===== config.mk =====
export PLATFORM = sky130hd
export DESIGN_NAME = rtc_trim_prescaler
export DESIGN_NICKNAME = d
export VERILOG_FILES = /design/src/rtl/rtc_trim_pkg.sv /design/src/rtl/trim_prescaler_ctr.sv /design/src/rtl/trim_interval_ctr.sv /design/src/rtl/trim_word_latch.sv /design/src/rtl/rtc_trim_prescaler.sv
export SDC_FILE = /design/constraint.sdc
export NUM_CORES = 1
export LEC_CHECK = 0
export ABC_AREA = 1
export BUFFER_PORTS_ARGS = -buffer_cell sky130_fd_sc_hd__clkbuf_2
export CORE_AREA = 2 2 89 82
export DETAILED_ROUTE_END_ITERATION = 7
export DIE_AREA = 0 0 91 84
export PLACE_DENSITY = 0.61
export SYNTH_ARGS = -nofsm -noshare
export SYNTH_HDL_FRONTEND = slang
export SYNTH_HIERARCHICAL = 1
export SYNTH_SLANG_ARGS = --single-unit

===== constraint.sdc =====
create_clock -name clk -period 4.15 [get_ports clk]
set_input_delay 0.2075 -clock clk [delete_from_list [all_inputs] [get_ports clk]]
set_output_delay 0.2075 -clock clk [all_outputs]
set_load 0.02 [all_outputs]

===== src/rtl/rtc_trim_pkg.sv =====
package rtc_trim_pkg;

    localparam int AMT_W     = 6;
    localparam int MAX_STEPS = (1 << AMT_W) - 2;

    // Trim word layout: [7] long window, [6] remove pulses, [5:0] amount
    typedef struct packed {
        logic             long_win;
        logic             remove;
        logic [AMT_W-1:0] amount;
    } trim_word_t;

    localparam int WORD_W = $bits(trim_word_t);

    // Step count carried by a trim word; amounts below 2 mean no trim
    function automatic logic [AMT_W-1:0] trim_steps(trim_word_t w);
        logic [AMT_W-1:0] s;
        if (w.amount < AMT_W'(2))
            s = '0;
        else if (w.remove)
            s = ~w.amount + AMT_W'(1);
        else
            s = w.amount - AMT_W'(1);
        return s;
    endfunction

endpackage


===== src/rtl/trim_prescaler_ctr.sv =====
module trim_prescaler_ctr #(
    parameter int LEN_W = 16
) (
    input  logic             clk,
    input  logic             rst,
    input  logic [LEN_W-1:0] sec_len,
    output logic             tick
);

    logic [LEN_W-1:0] cnt;

    assign tick = (cnt == sec_len - LEN_W'(1));

    always_ff @(posedge clk) begin
        if (rst)
            cnt <= '0;
        else if (tick)
            cnt <= '0;
        else
            cnt <= cnt + LEN_W'(1);
    end

    assert_cnt_below_len_R1: assert property (@(posedge clk) disable iff (rst)
        cnt < sec_len);

    assert_wrap_after_tick_R1: assert property (@(posedge clk) disable iff (rst)
        tick |=> (cnt == '0));

endmodule


===== src/rtl/trim_interval_ctr.sv =====
module trim_interval_ctr #(
    parameter int SHORT_SECS = 20,
    parameter int LONG_SECS  = 60
) (
    input  logic clk,
    input  logic rst,
    input  logic tick,
    input  logic restart,
    input  logic long_win,
    output logic first_sec
);

    localparam int IW = $clog2(LONG_SECS);

    logic [IW-1:0] idx;
    logic [IW-1:0] last_idx;

    assign last_idx  = long_win ? IW'(LONG_SECS - 1) : IW'(SHORT_SECS - 1);
    assign first_sec = (idx == '0);

    always_ff @(posedge clk) begin
        if (rst)
            idx <= '0;
        else if (tick) begin
            if (restart || idx == last_idx)
                idx <= '0;
            else
                idx <= idx + IW'(1);
        end
    end

    assert_restart_zero_R6: assert property (@(posedge clk) disable iff (rst)
        (tick && restart) |=> (idx == '0));

    assert_idx_hold_R5: assert property (@(posedge clk) disable iff (rst)
        !tick |=> $stable(idx));

    assert_idx_in_window_R5: assert property (@(posedge clk) disable iff (rst)
        idx <= last_idx);

endmodule


===== src/rtl/trim_word_latch.sv =====
module trim_word_latch
    import rtc_trim_pkg::*;
(
    input  logic       clk,
    input  logic       rst,
    input  logic       wr_en,
    input  trim_word_t wr_word,
    input  logic       tick,
    output trim_word_t active,
    output logic       busy,
    output logic       apply
);

    trim_word_t pend;
    logic       pend_vld;

    assign busy  = pend_vld;
    assign apply = tick && pend_vld;

    always_ff @(posedge clk) begin
        if (rst) begin
            pend     <= '0;
            pend_vld <= 1'b0;
            active   <= '0;
        end else if (apply) begin
            active   <= pend;
            pend_vld <= 1'b0;
        end else if (wr_en && !pend_vld) begin
            pend     <= wr_word;
            pend_vld <= 1'b1;
        end
    end

    assert_busy_after_write_R7: assert property (@(posedge clk) disable iff (rst)
        (wr_en && !busy) |=> busy);

    assert_busy_holds_R7: assert property (@(posedge clk) disable iff (rst)
        (busy && !tick) |=> busy);

    assert_busy_clears_R7: assert property (@(posedge clk) disable iff (rst)
        (busy && tick) |=> !busy);

    assert_ignore_busy_write_R8: assert property (@(posedge clk) disable iff (rst)
        (busy && !tick) |=> $stable(pend));

    assert_active_stable_R6: assert property (@(posedge clk) disable iff (rst)
        !tick |=> $stable(active));

endmodule


===== src/rtl/rtc_trim_prescaler.sv =====
module rtc_trim_prescaler
    import rtc_trim_pkg::*;
#(
    parameter int CYC_PER_SEC = 32768,
    parameter int SHORT_SECS  = 20,
    parameter int LONG_SECS   = 60
) (
    input  logic              clk,
    input  logic              rst,
    input  logic              wr_en,
    input  logic [WORD_W-1:0] wr_word,
    output logic              busy,
    output logic              tick_1hz
);

    localparam int LEN_W = $clog2(CYC_PER_SEC + 2 * MAX_STEPS + 1);

    trim_word_t       w_in;
    trim_word_t       active;
    logic             apply;
    logic             first_sec;
    logic [AMT_W-1:0] steps;
    logic [LEN_W-1:0] delta;
    logic [LEN_W-1:0] sec_len;

    assign w_in  = trim_word_t'(wr_word);
    assign steps = trim_steps(active);
    assign delta = LEN_W'({steps, 1'b0});

    always_comb begin
        if (first_sec && steps != '0)
            sec_len = active.remove ? LEN_W'(CYC_PER_SEC) - delta
                                    : LEN_W'(CYC_PER_SEC) + delta;
        else
            sec_len = LEN_W'(CYC_PER_SEC);
    end

    trim_word_latch u_latch (
        .clk     (clk),
        .rst     (rst),
        .wr_en   (wr_en),
        .wr_word (w_in),
        .tick    (tick_1hz),
        .active  (active),
        .busy    (busy),
        .apply   (apply)
    );

    trim_interval_ctr #(
        .SHORT_SECS (SHORT_SECS),
        .LONG_SECS  (LONG_SECS)
    ) u_interval (
        .clk       (clk),
        .rst       (rst),
        .tick      (tick_1hz),
        .restart   (apply),
        .long_win  (active.long_win),
        .first_sec (first_sec)
    );

    trim_prescaler_ctr #(
        .LEN_W (LEN_W)
    ) u_prescale (
        .clk     (clk),
        .rst     (rst),
        .sec_len (sec_len),
        .tick    (tick_1hz)
    );

    assert_tick_single_R1: assert property (@(posedge clk) disable iff (rst)
        tick_1hz |=> !tick_1hz);

    assert_reset_clear_R9: assert property (@(posedge clk)
        rst |=> (!busy && !tick_1hz));

endmodule


==> impl_results.md, run 1 <==
- Result of the run: complete, no violations
- Root buffer cell: clkbuf_8
- Number of nets in the layout: 507
- Effective utilization at floorplan: 0.432
- Vias after detailed routing: 2,712
- Synthesized instance count: 466
- Remaining antenna violation count after routing: 0
- Smallest hold slack: 228 ps
- Clock insertion delay at the later pin of the skew report: 280 ps
- Die height: 84 um
- Synthesis-to-finish area growth: 12.8%
- Clock skew after layout: 3.08 ps
- Total global-route track usage: 0.168
- Family of cells with the greatest summed delay on the critical path: simple AND/OR/NAND/NOR gates
- Area used by sequential logic in the layout: 787 um^2
- Crit path capture type: output port
- Cts bufs inserted: 5
- Final setup viols: 0
- Crit-path max FO: 8
- Clock sink count: 39
- Bufs on Longest Clock Path: 2
- Maxcap violations: 0
- Maximum vdd ir drop: 0.222 mV
- Post-route minimum period: 3860 ps
- Mean area per synthesized cell: 6.33 um^2
- Detailed-router iteration count before antenna repair: 4
- Power density over the cells: 234 mW/mm^2
- Period Utilization, post-route: 0.931
- H-Tree Level Count: 2
- FFs w/ async S/R, synth: 0
- Wire length per cell after detailed routing: 10.4 um
- Number of slew-limit violations in the final report: 0
- Filler cells: 723
- Pleak: 1.49 nW
- Power Total: 777 uW
- Overall die area: 0.00764 mm^2
- First DRT Iteration DRCs: 161
- DP Worst Slack: -1.35 ps
- Core footprint: 0.00682 mm^2
- Transition time at the pin with the least slew margin: 627 ps
- Width of the die: 91 um
- Cell area after synthesis: 0.00295 mm^2
- Kind of launch point of the worst setup path: register
- FF+latch count, synth: 39
- Number of enable-type register cells in the synthesized netlist: 0
- Synth Warn #: 6
- # IOs: 13
- Data arrival at the endpoint of the critical path: 3650 ps
- Hold-fix buffers, CTS: 0
- Via count of the first global-routing pass: 2,501
- Total inserted antenna cells: 0
- Clock slew at reported path FFs: 70 ps
- Clock tree from TritonCTS: built
- CP Class: register to output port
- Final GP Congestion: 0.892
- Sequential area share after synthesis: 0.265
- Slowest cell on the critical path: dfxtp_4
- Cell breakdown of the critical path: inv_4 > ha_4 > xnor2_2 > nand2_1 > ha_1 > nand2_2 > clkinv_1 > nand2_4 > o21ai_4 > buf_4 > nor2_2 > inv_1 > ha_2 > xnor2_1 > nor2_1 > o211ai_1 > nor2_1 > nand3_1 > nor2_1 > nand3_1 > nor2_1 > buf_4 > buf_4
- Final hold violations: 0
- Max-slew headroom at the worst pin: 0.579
- Core Rows: 29
- Share of cells above drive strength 1: 0.157
- Timing-limited maximum frequency: 0.259 GHz
- GRT Residual Overflow: 0
- Synth Flop Type: dfxtp_1
- Final Routed Wirelength: 6.09 mm
- DPL Wire Length: 4.86 mm
- IO Port Bufs: 12
- Critical path's largest stage delay: 380 ps
- Worst setup slack after layout: 288 ps
- Global-route wire length before repair: 10.8 mm
- Worst EP required: 3940 ps
- Bufs and invs on worst path: 6
- Cell type with the highest occurrence count on the critical path: nor2_1
- Antenna violations before repair: 0
- DR DRC count: 0
- Synth unique cells: 36
- Hold Path Class: input port to register
- Vias per cell: 4.65
- Largest net degree at the start of global routing: 18
- Multi-input gate area in the final layout: 0.00193 mm^2
## tightest hold or removal path, cell delays in order
cell and delay (ps):
clkbuf_2 80, inv_1 40, nand3_1 70, nand2_1 60, nor2_1 30
## cells by family (layout without fill, tap and decap cells)
kind of cell	after synthesis	in the layout	synth area share
fa+ha+maj	7	7	0.0297
simple gates	294	294	0.454
compound gates	21	21	0.0395
buf+inv	65	88	0.0955
flops	39	39	0.265
other cells	1	2	0.00127
xor+xnor	39	39	0.116
## worst paths after layout
check / from / to / slack, ps / depth (start not counted)
worst max-delay path: u_latch/active[0] / tick_1hz / 290 / 23
worst min-delay path: wr_word[1] / u_latch/pend[1] / 230 / 5
worst max register to register: u_latch/active[0] / u_interval/idx[0] / 330 / 29
worst min register to register: u_prescale/cnt[0] / u_prescale/cnt[0] / 480 / 1
## synthesized netlist by cell type (3+ instances only)
master / count / area, um^2
nor2_1: 93 / 349
xor2_1: 21 / 184
o21ai_1: 3 / 15.0
nand4_1: 5 / 31.3
nor3_1: 4 / 20.0
nor2_2: 19 / 119
nand3_1: 43 / 215
nand3_2: 3 / 30.0
nand3b_1: 6 / 45.0
ha_1: 7 / 87.6
nand2_1: 106 / 398
inv_1: 55 / 206
o21ai_0: 12 / 60.1
xnor2_1: 18 / 158
nand2_2: 4 / 25.0
dfxtp_1: 39 / 781
## state kept, by name (all words and copies together), names as in the netlist
name / cells
u_prescale/cnt: 16
u_latch/active: 8
u_latch/pend: 8
u_interval/idx: 6
u_latch/busy: 1
## stage by stage
| step | utilization | std cells | TNS, ps | cell area [um^2] |
|---|---|---|---|---|
| after floorplan | - | 467 | 0 | 2950 |
| after global placement | 0.455 | 570 | 0 | 3100 |
| after detailed placement | 0.455 | 570 | -1.35 | 3100 |
| after CTS | 0.473 | 578 | 0 | 3230 |
| after global routing | 0.488 | 583 | -93.0 | 3330 |
| final | 0.488 | 583 | 0 | 3330 |
## power by group
part           internal, mW  switching [mW]  leakage [nW]
clock network         0.194           0.123        0.0612
logic                0.0274          0.0426          1.11
registers             0.383         0.00696         0.319
## layout make-up
class | instances | area share
well taps | 93 | 0.0350
clock inverters | 2 | 0.0105
multi-input cells | 363 | 0.581
repair buffers | 21 | 0.0429
inverters | 59 | 0.0696
clock buffers | 6 | 0.0248
flip-flops and latches | 39 | 0.237
## placed cells by master, fill, tap and decap left out, types with 3 or more instances in the layout
cell type	instances
dfxtp_1	36
nand3_1	43
nor2_1	92
nand3b_1	6
xor2_1	21
nand2_2	4
buf_4	9
xnor2_1	17
o21ai_0	12
inv_1	53
o21ai_1	3
nor2_2	20
nand3_2	3
inv_2	3
nand4_1	5
ha_1	5
nand2_4	3
clkbuf_8	6
clkbuf_2	11
nand2_1	105
nor3_1	4
## metal layers
layer | vias to the layer above | GRT usage | wire length, um
li1 | 1487 | - | -
met1 | 1168 | 0.240 | 3300
met2 | 48 | 0.258 | 2520
met3 | 9 | 0.0208 | 183
met4 | 0 | 0.0592 | 93
met5 | - | 0 | 0
## what timing repair did
item	4_1_cts	5_1_grt
pin swaps	0	7
setup endpoints to repair	7	15
buffers inserted	0	5
gates resized for setup	1	16
Note: power is estimated with default switching activity, not from simulation.
==> inputs of run 2 (changes only) <==
Settings changed: PLACE_DENSITY 0.61 to 0.7.
==> run 2 against run 1 <==
Against the previous run: non-clock buffer count shrank 3; hold slack better by 1.2 ps; die area did not move; utilization decreased by 1.3 points; count of clock-buffer cells in the layout is 1 higher; sequential power about the same; maximum frequency grew 1.8%; largest power group unchanged; highest routed layer unchanged.
==> impl_results.md, run 2 (same netlist as run 1, synthesis figures left out) <==
- Number of nets in the layout: 504 (-0.59%)
- Clk pwr share: 0.338 (-0.070)
- Hold-fix buffers, CTS: 0 (unchanged)
- Worst hold path depth: 5 (unchanged)
- Total inserted antenna cells: 0 (unchanged)
- Most common library cell in the layout ignoring fill and taps: nand2_1
- Slowest cell on the critical path: dfxtp_1
- Multi-input gate area in the final layout: 0.00192 mm^2 (-0.65%)
- Final Routed Wirelength: 6.12 mm (+0.43%)
- Register containing the most flip-flops in the final layout: u_prescale/cnt
- Cell type with the highest occurrence count on the critical path: nand2_1
- Worst EP required: 4320 ps (+380 ps)
- Area used by sequential logic in the layout: 783 um^2 (-0.48%)
- Maximum vdd ir drop: 0.237 mV (+6.4%)
- Overall die area: 0.00764 mm^2 (unchanged)
- DR DRC count: 0 (unchanged)
- Hold Path Class: input port to register
- Bufs on Longest Clock Path: 2 (unchanged)
- DP Worst Slack: 129 ps (+130 ps)
- Commonest cells after routing, fill and taps aside: nand2_1, nor2_1, inv_1
- Clock insertion delay at the later pin of the skew report: 280 ps (about the same)
- Filler cells: 726 (+0.41%)
- Clock skew after layout: 7.36 ps (+4.27 ps)
- Sequential fraction of design power: 0.561 (+0.059)
- Switching power summed over all nets: 168 uW (-2.7%)
- Final GP Congestion: 0.942 (+5.5%)
- H-Tree Level Count: 2 (unchanged)
- DPL Wire Length: 4.77 mm (-1.8%)
- Width of the die: 91 um (unchanged)
- IO Port Bufs: 12 (unchanged)
- Antenna violations before repair: 0 (unchanged)
- Detailed-router iteration count before antenna repair: 4 (unchanged)
- # IOs: 13 (unchanged)
- Effective utilization at floorplan: 0.432 (unchanged)
- Power Total: 696 uW (-10%)
- Wire length per cell after detailed routing: 10.5 um (+0.95%)
- Max FFs per register: 16 (unchanged)
- Critical path's largest stage delay: 370 ps (about the same)
- Root buffer cell: clkbuf_8
- Vias after detailed routing: 2,702 (-0.37%)
- Synthesis-to-finish area growth: 9.80%
- Remaining antenna violation count after routing: 0 (unchanged)
- Post-route minimum period: 3790 ps (-68.4 ps)
- Crit path capture type: register
- Final hold violations: 0 (unchanged)
- Core Rows: 29 (unchanged)
- CP Class: register to register
- Clock slew at reported path FFs: 70 ps (about the same)
- Data arrival at the endpoint of the critical path: 3960 ps (+310 ps)
- Core footprint: 0.00682 mm^2 (unchanged)
- Logic gate share of total power: 0.101 (+0.011)
- Internal power of the cells: 529 uW (-13%)
- Die height: 84 um (unchanged)
- Timing-limited maximum frequency: 0.264 GHz (+1.8%)
- Switch share: 0.241 (+0.0191)
- GRT Residual Overflow: 0 (unchanged)
- Depth of the worst register-to-register path: 29 (unchanged)
- Cts bufs inserted: 5 (unchanged)
- Final setup viols: 0 (unchanged)
- Crit-path max FO: 10 (+2)
- Worst setup slack after layout: 356 ps (+68.4 ps)
- Pleak: 1.44 nW (-3.1%)
- Largest net degree at the start of global routing: 18 (unchanged)
- Global-route wire length before repair: 10.6 mm (-1.4%)
- Clock sink count: 39 (unchanged)
- Maxcap violations: 0 (unchanged)
- Power density over the cells: 215 mW/mm^2 (-7.9%)
- First DRT Iteration DRCs: 157 (-2.5%)
- Share of cells above drive strength 1: 0.146 (-0.0114)
- Registers with the highest flip-flop counts: u_prescale/cnt x16, u_latch/active x8, u_latch/pend x8
- Via count of the first global-routing pass: 2,485 (-0.64%)
- Clock tree from TritonCTS: built
- Smallest hold slack: 229 ps (+1.17 ps)
- Total global-route track usage: 0.167 (-0.000887)
- Number of slew-limit violations in the final report: 0 (unchanged)
- Vias per cell: 4.66 (+0.15%)
- Kind of launch point of the worst setup path: register
- Result of the run: complete, no violations
- Period Utilization, post-route: 0.914 (-0.0165)
==> run 2: routing by layer <==
layer  GRT usage  wire length (um)  vias to the layer above
li1            -                 -                     1482
met1       0.222              3170                     1176
met4      0.0510                51                        0
met3      0.0190               185                        5
met2       0.282              2710                       39
met5           0                 0                        -
==> run 2: repair_timing <==
item | 4_1_cts | 5_1_grt
buffers inserted | 0 | 1
setup endpoints to repair | 0 | 15
resized for setup | 0 | 11
hold endpoints to repair | 0 | 0
==> run 2: power by group through the flow <==
stage	Sequential [mW]	Combinational [mW]	Clock (mW)
final	0.391	0.0703	0.235
after global routing	0.391	0.0825	0.262
after CTS	0.391	0.0694	0.246
after detailed placement	0.399	0.0691	0
after global placement	0.399	0.0676	0
after floorplan	0.398	0.0555	0
==> run 2: worst max-delay path: cells and delay by family, from the launching register on <==
family,cells,cell delay (ps)
and+or+nand+nor,22,2270
adders and majority gates,2,430
buffers and inverters,4,400
DFF,1,370
AOI/OAI and AO/OA,1,200
==> run 2: cell type report <==
cell class | count | area share
clock buffers | 7 | 0.0236
clock inverters | 1 | 0.00155
inverters | 59 | 0.0699
multi-input cells | 363 | 0.592
flip-flops and latches | 39 | 0.242
well taps | 93 | 0.0359
repair buffers | 18 | 0.0348
==> run 2: path summary, 6_finish.rpt <==
path	end	from	slack, ps
worst max register to register	u_interval/idx[1]	u_latch/active[1]	360
worst min register to register	u_prescale/cnt[0]	u_prescale/cnt[0]	480
worst min-delay path	u_latch/pend[4]	wr_word[4]	230
worst max-delay path	u_interval/idx[1]	u_latch/active[1]	360
==> run 2: per-stage QoR <==
| step | util | instances | cell area (um^2) | setup TNS [ps] |
|---|---|---|---|---|
| CTS | 0.468 | 579 | 3190 | 0 |
| detailed placement | 0.456 | 571 | 3110 | 0 |
| global placement | 0.456 | 571 | 3110 | 0 |
| floorplan | - | 467 | 2950 | 0 |
| global route | 0.475 | 580 | 3240 | -69.3 |
| finish | 0.475 | 580 | 3240 | 0 |
==> inputs of run 3 (changes only) <==
Settings changed: CTS_BUF_LIST from default to sky130_fd_sc_hd__clkbuf_16, TNS_END_PERCENT from default to 50.
==> run 3 against run 2 <==
Against the previous run: via count grew 1.5%; non-clock buffer count did not move; clock power rose by 48%; flip-flop and latch count stayed put; sequential power barely moved; critical path type unchanged.
==> impl_results.md, run 3 (same netlist as run 1, synthesis figures left out) <==
- Multi-input gate area in the final layout: 0.00192 mm^2 (unchanged)
- Crit path from: u_latch/active[1]
- Most common library cell in the layout ignoring fill and taps: nand2_1
- Cts bufs inserted: 5 (unchanged)
- DR DRC count: 0 (unchanged)
- Core Rows: 29 (unchanged)
- Share of cells above drive strength 1: 0.146 (unchanged)
- Vias after detailed routing: 2,743 (+1.5%)
- Worst EP required: 4310 ps (about the same)
- Max FFs per register: 16 (unchanged)
- Result of the run: complete, no violations
- Wire length per cell after detailed routing: 10.6 um (+0.46%)
- Period Utilization, post-route: 0.909 (-0.00546)
- Overall die area: 0.00764 mm^2 (unchanged)
- Via count of the first global-routing pass: 2,470 (-0.60%)
- Commonest cells after routing, fill and taps aside: nand2_1, nor2_1, inv_1
- Clock insertion delay at the later pin of the skew report: 270 ps (about the same)
- Hold_sp: wr_word[4]
- Detailed-router iteration count before antenna repair: 4 (unchanged)
- Global-route wire length before repair: 10.7 mm (+0.20%)
- Crit-path max FO: 11 (+1)
- Post-route minimum period: 3770 ps (-22.7 ps)
- Maxcap violations: 0 (unchanged)
- Cell type with the highest occurrence count on the critical path: nand2_1
- Bufs on Longest Clock Path: 2 (unchanged)
- Maximum vdd ir drop: 0.322 mV (+36%)
- GRT Residual Overflow: 0 (unchanged)
- # IOs: 13 (unchanged)
- DPL Wire Length: 4.77 mm (unchanged)
- Effective utilization at floorplan: 0.432 (unchanged)
- Synthesis-to-finish area growth: 11.7%
- Clock tree from TritonCTS: built
- Root buffer cell: clkbuf_16
- Total global-route track usage: 0.168 (+0.00155)
- Startpoint of the most critical register-to-register path: u_latch/active[1]
- Largest net degree at the start of global routing: 18 (unchanged)
- Vias per cell: 4.73 (+1.5%)
- Registers with the highest flip-flop counts: u_prescale/cnt x16, u_latch/active x8, u_latch/pend x8
- Slowest cell on the critical path: dfxtp_1
- Finished Layout Cells: 580 (unchanged)
- Width of the die: 91 um (unchanged)
- GR Layer Usage met2: 0.282 (unchanged)
- CP Class: register to register
- Final hold violations: 0 (unchanged)
- Timing-limited maximum frequency: 0.265 GHz (+0.60%)
- Kind of launch point of the worst setup path: register
- Area used by sequential logic in the layout: 783 um^2 (unchanged)
- First DRT Iteration DRCs: 158 (+0.64%)
- Clock slew at reported path FFs: 50 ps (-20 ps)
- Final GP Congestion: 0.942 (unchanged)
- Antenna violations before repair: 0 (unchanged)
- IO Port Bufs: 12 (unchanged)
- Number of nets in the layout: 504 (unchanged)
- Met3 capacity usage during global routing: 0.0244 (+0.00542)
- Number of placed instances, taps included: 571 (unchanged)
- Register containing the most flip-flops in the final layout: u_prescale/cnt
- Final Routed Wirelength: 6.14 mm (+0.46%)
- Crit path capture type: register
- Power density over the cells: 246 mW/mm^2 (+14%)
- Critical path's largest stage delay: 370 ps (about the same)
- Core footprint: 0.00682 mm^2 (unchanged)
- Pleak: 1.48 nW (+2.4%)
- Die height: 84 um (unchanged)
- Clock sink count: 39 (unchanged)
- Peak-usage layer in the global routing report: met2
- Smallest hold slack: 237 ps (+7.37 ps)
- Data arrival at the endpoint of the critical path: 3930 ps (-30 ps)
- Final sum of negative setup slack: 0 ps (unchanged)
- Clock skew after layout: 6.23 ps (-1.13 ps)
- Number of slew-limit violations in the final report: 0 (unchanged)
- H-Tree Level Count: 2 (unchanged)
- Filler cells: 721 (-0.69%)
- Hold Path Class: input port to register
- Total inserted antenna cells: 0 (unchanged)
- Global-route met1 utilization: 0.223 (+0.00123)
- Final setup viols: 0 (unchanged)
- Remaining antenna violation count after routing: 0 (unchanged)
-- run 3: worst max-delay path: cells and delay by family (launching register included) --
family	cells	cell delay (ps)
DFF	1	370
buffers and inverters	7	730
xor gates and xnor gates	1	110
and+or+nand+nor	18	1890
adders and majority gates	2	500
AOI/OAI and AO/OA	1	60
-- run 3: routing by layer --
| metal | routed length [um] | vias to the layer above |
|---|---|---|
| li1 | - | 1485 |
| met1 | 3070 | 1204 |
| met2 | 2790 | 50 |
| met3 | 257 | 4 |
| met4 | 34 | 0 |
| met5 | 0 | - |
-- run 3: final timing paths --
path                            end  slack, ps  cells after the start
setup / recovery  u_interval/idx[1]        380                     29
hold reg to reg   u_prescale/cnt[0]        470                      1
setup reg to reg  u_interval/idx[1]        380                     29
hold / removal      u_latch/pend[4]        240                      5
-- run 3: cell type report --
class,count,share of cell area
Clock inverter,3,0.00380
Clock buffer,5,0.0380
Sequential cell,39,0.238
Multi-Input combinational cell,363,0.582
Tap cell,93,0.0353
Inverter,59,0.0687
Timing Repair Buffer,18,0.0342
-- run 3: timing repair --
| action | in CTS | in global routing |
|---|---|---|
| hold buffers | 0 | 0 |
| resized for setup | 0 | 11 |
| endpoints found under the setup margin | 0 | 15 |
| hold endpoints to repair | 0 | 0 |
| buffers inserted | 0 | 1 |
-- run 3: per-stage QoR --
stage / power [mW] / worst slack, ps / util / cell area [um^2]
3_3_place_gp: 0.466 / 190 / 0.456 / 3110
2_1_floorplan: 0.454 / 145 / - / 2950
3_5_place_dp: 0.468 / 129 / 0.456 / 3110
4_1_cts: 0.822 / 81.3 / 0.476 / 3250
5_1_grt: 0.852 / -28.9 / 0.483 / 3290
6_report: 0.809 / 379 / 0.483 / 3290
-- run 3: report_power, final --
| part | switching (mW) | leakage (nW) | internal, mW |
|---|---|---|---|
| registers | 0.00708 | 0.318 | 0.384 |
| logic | 0.0430 | 1.08 | 0.0274 |
| clock network | 0.131 | 0.0762 | 0.217 |
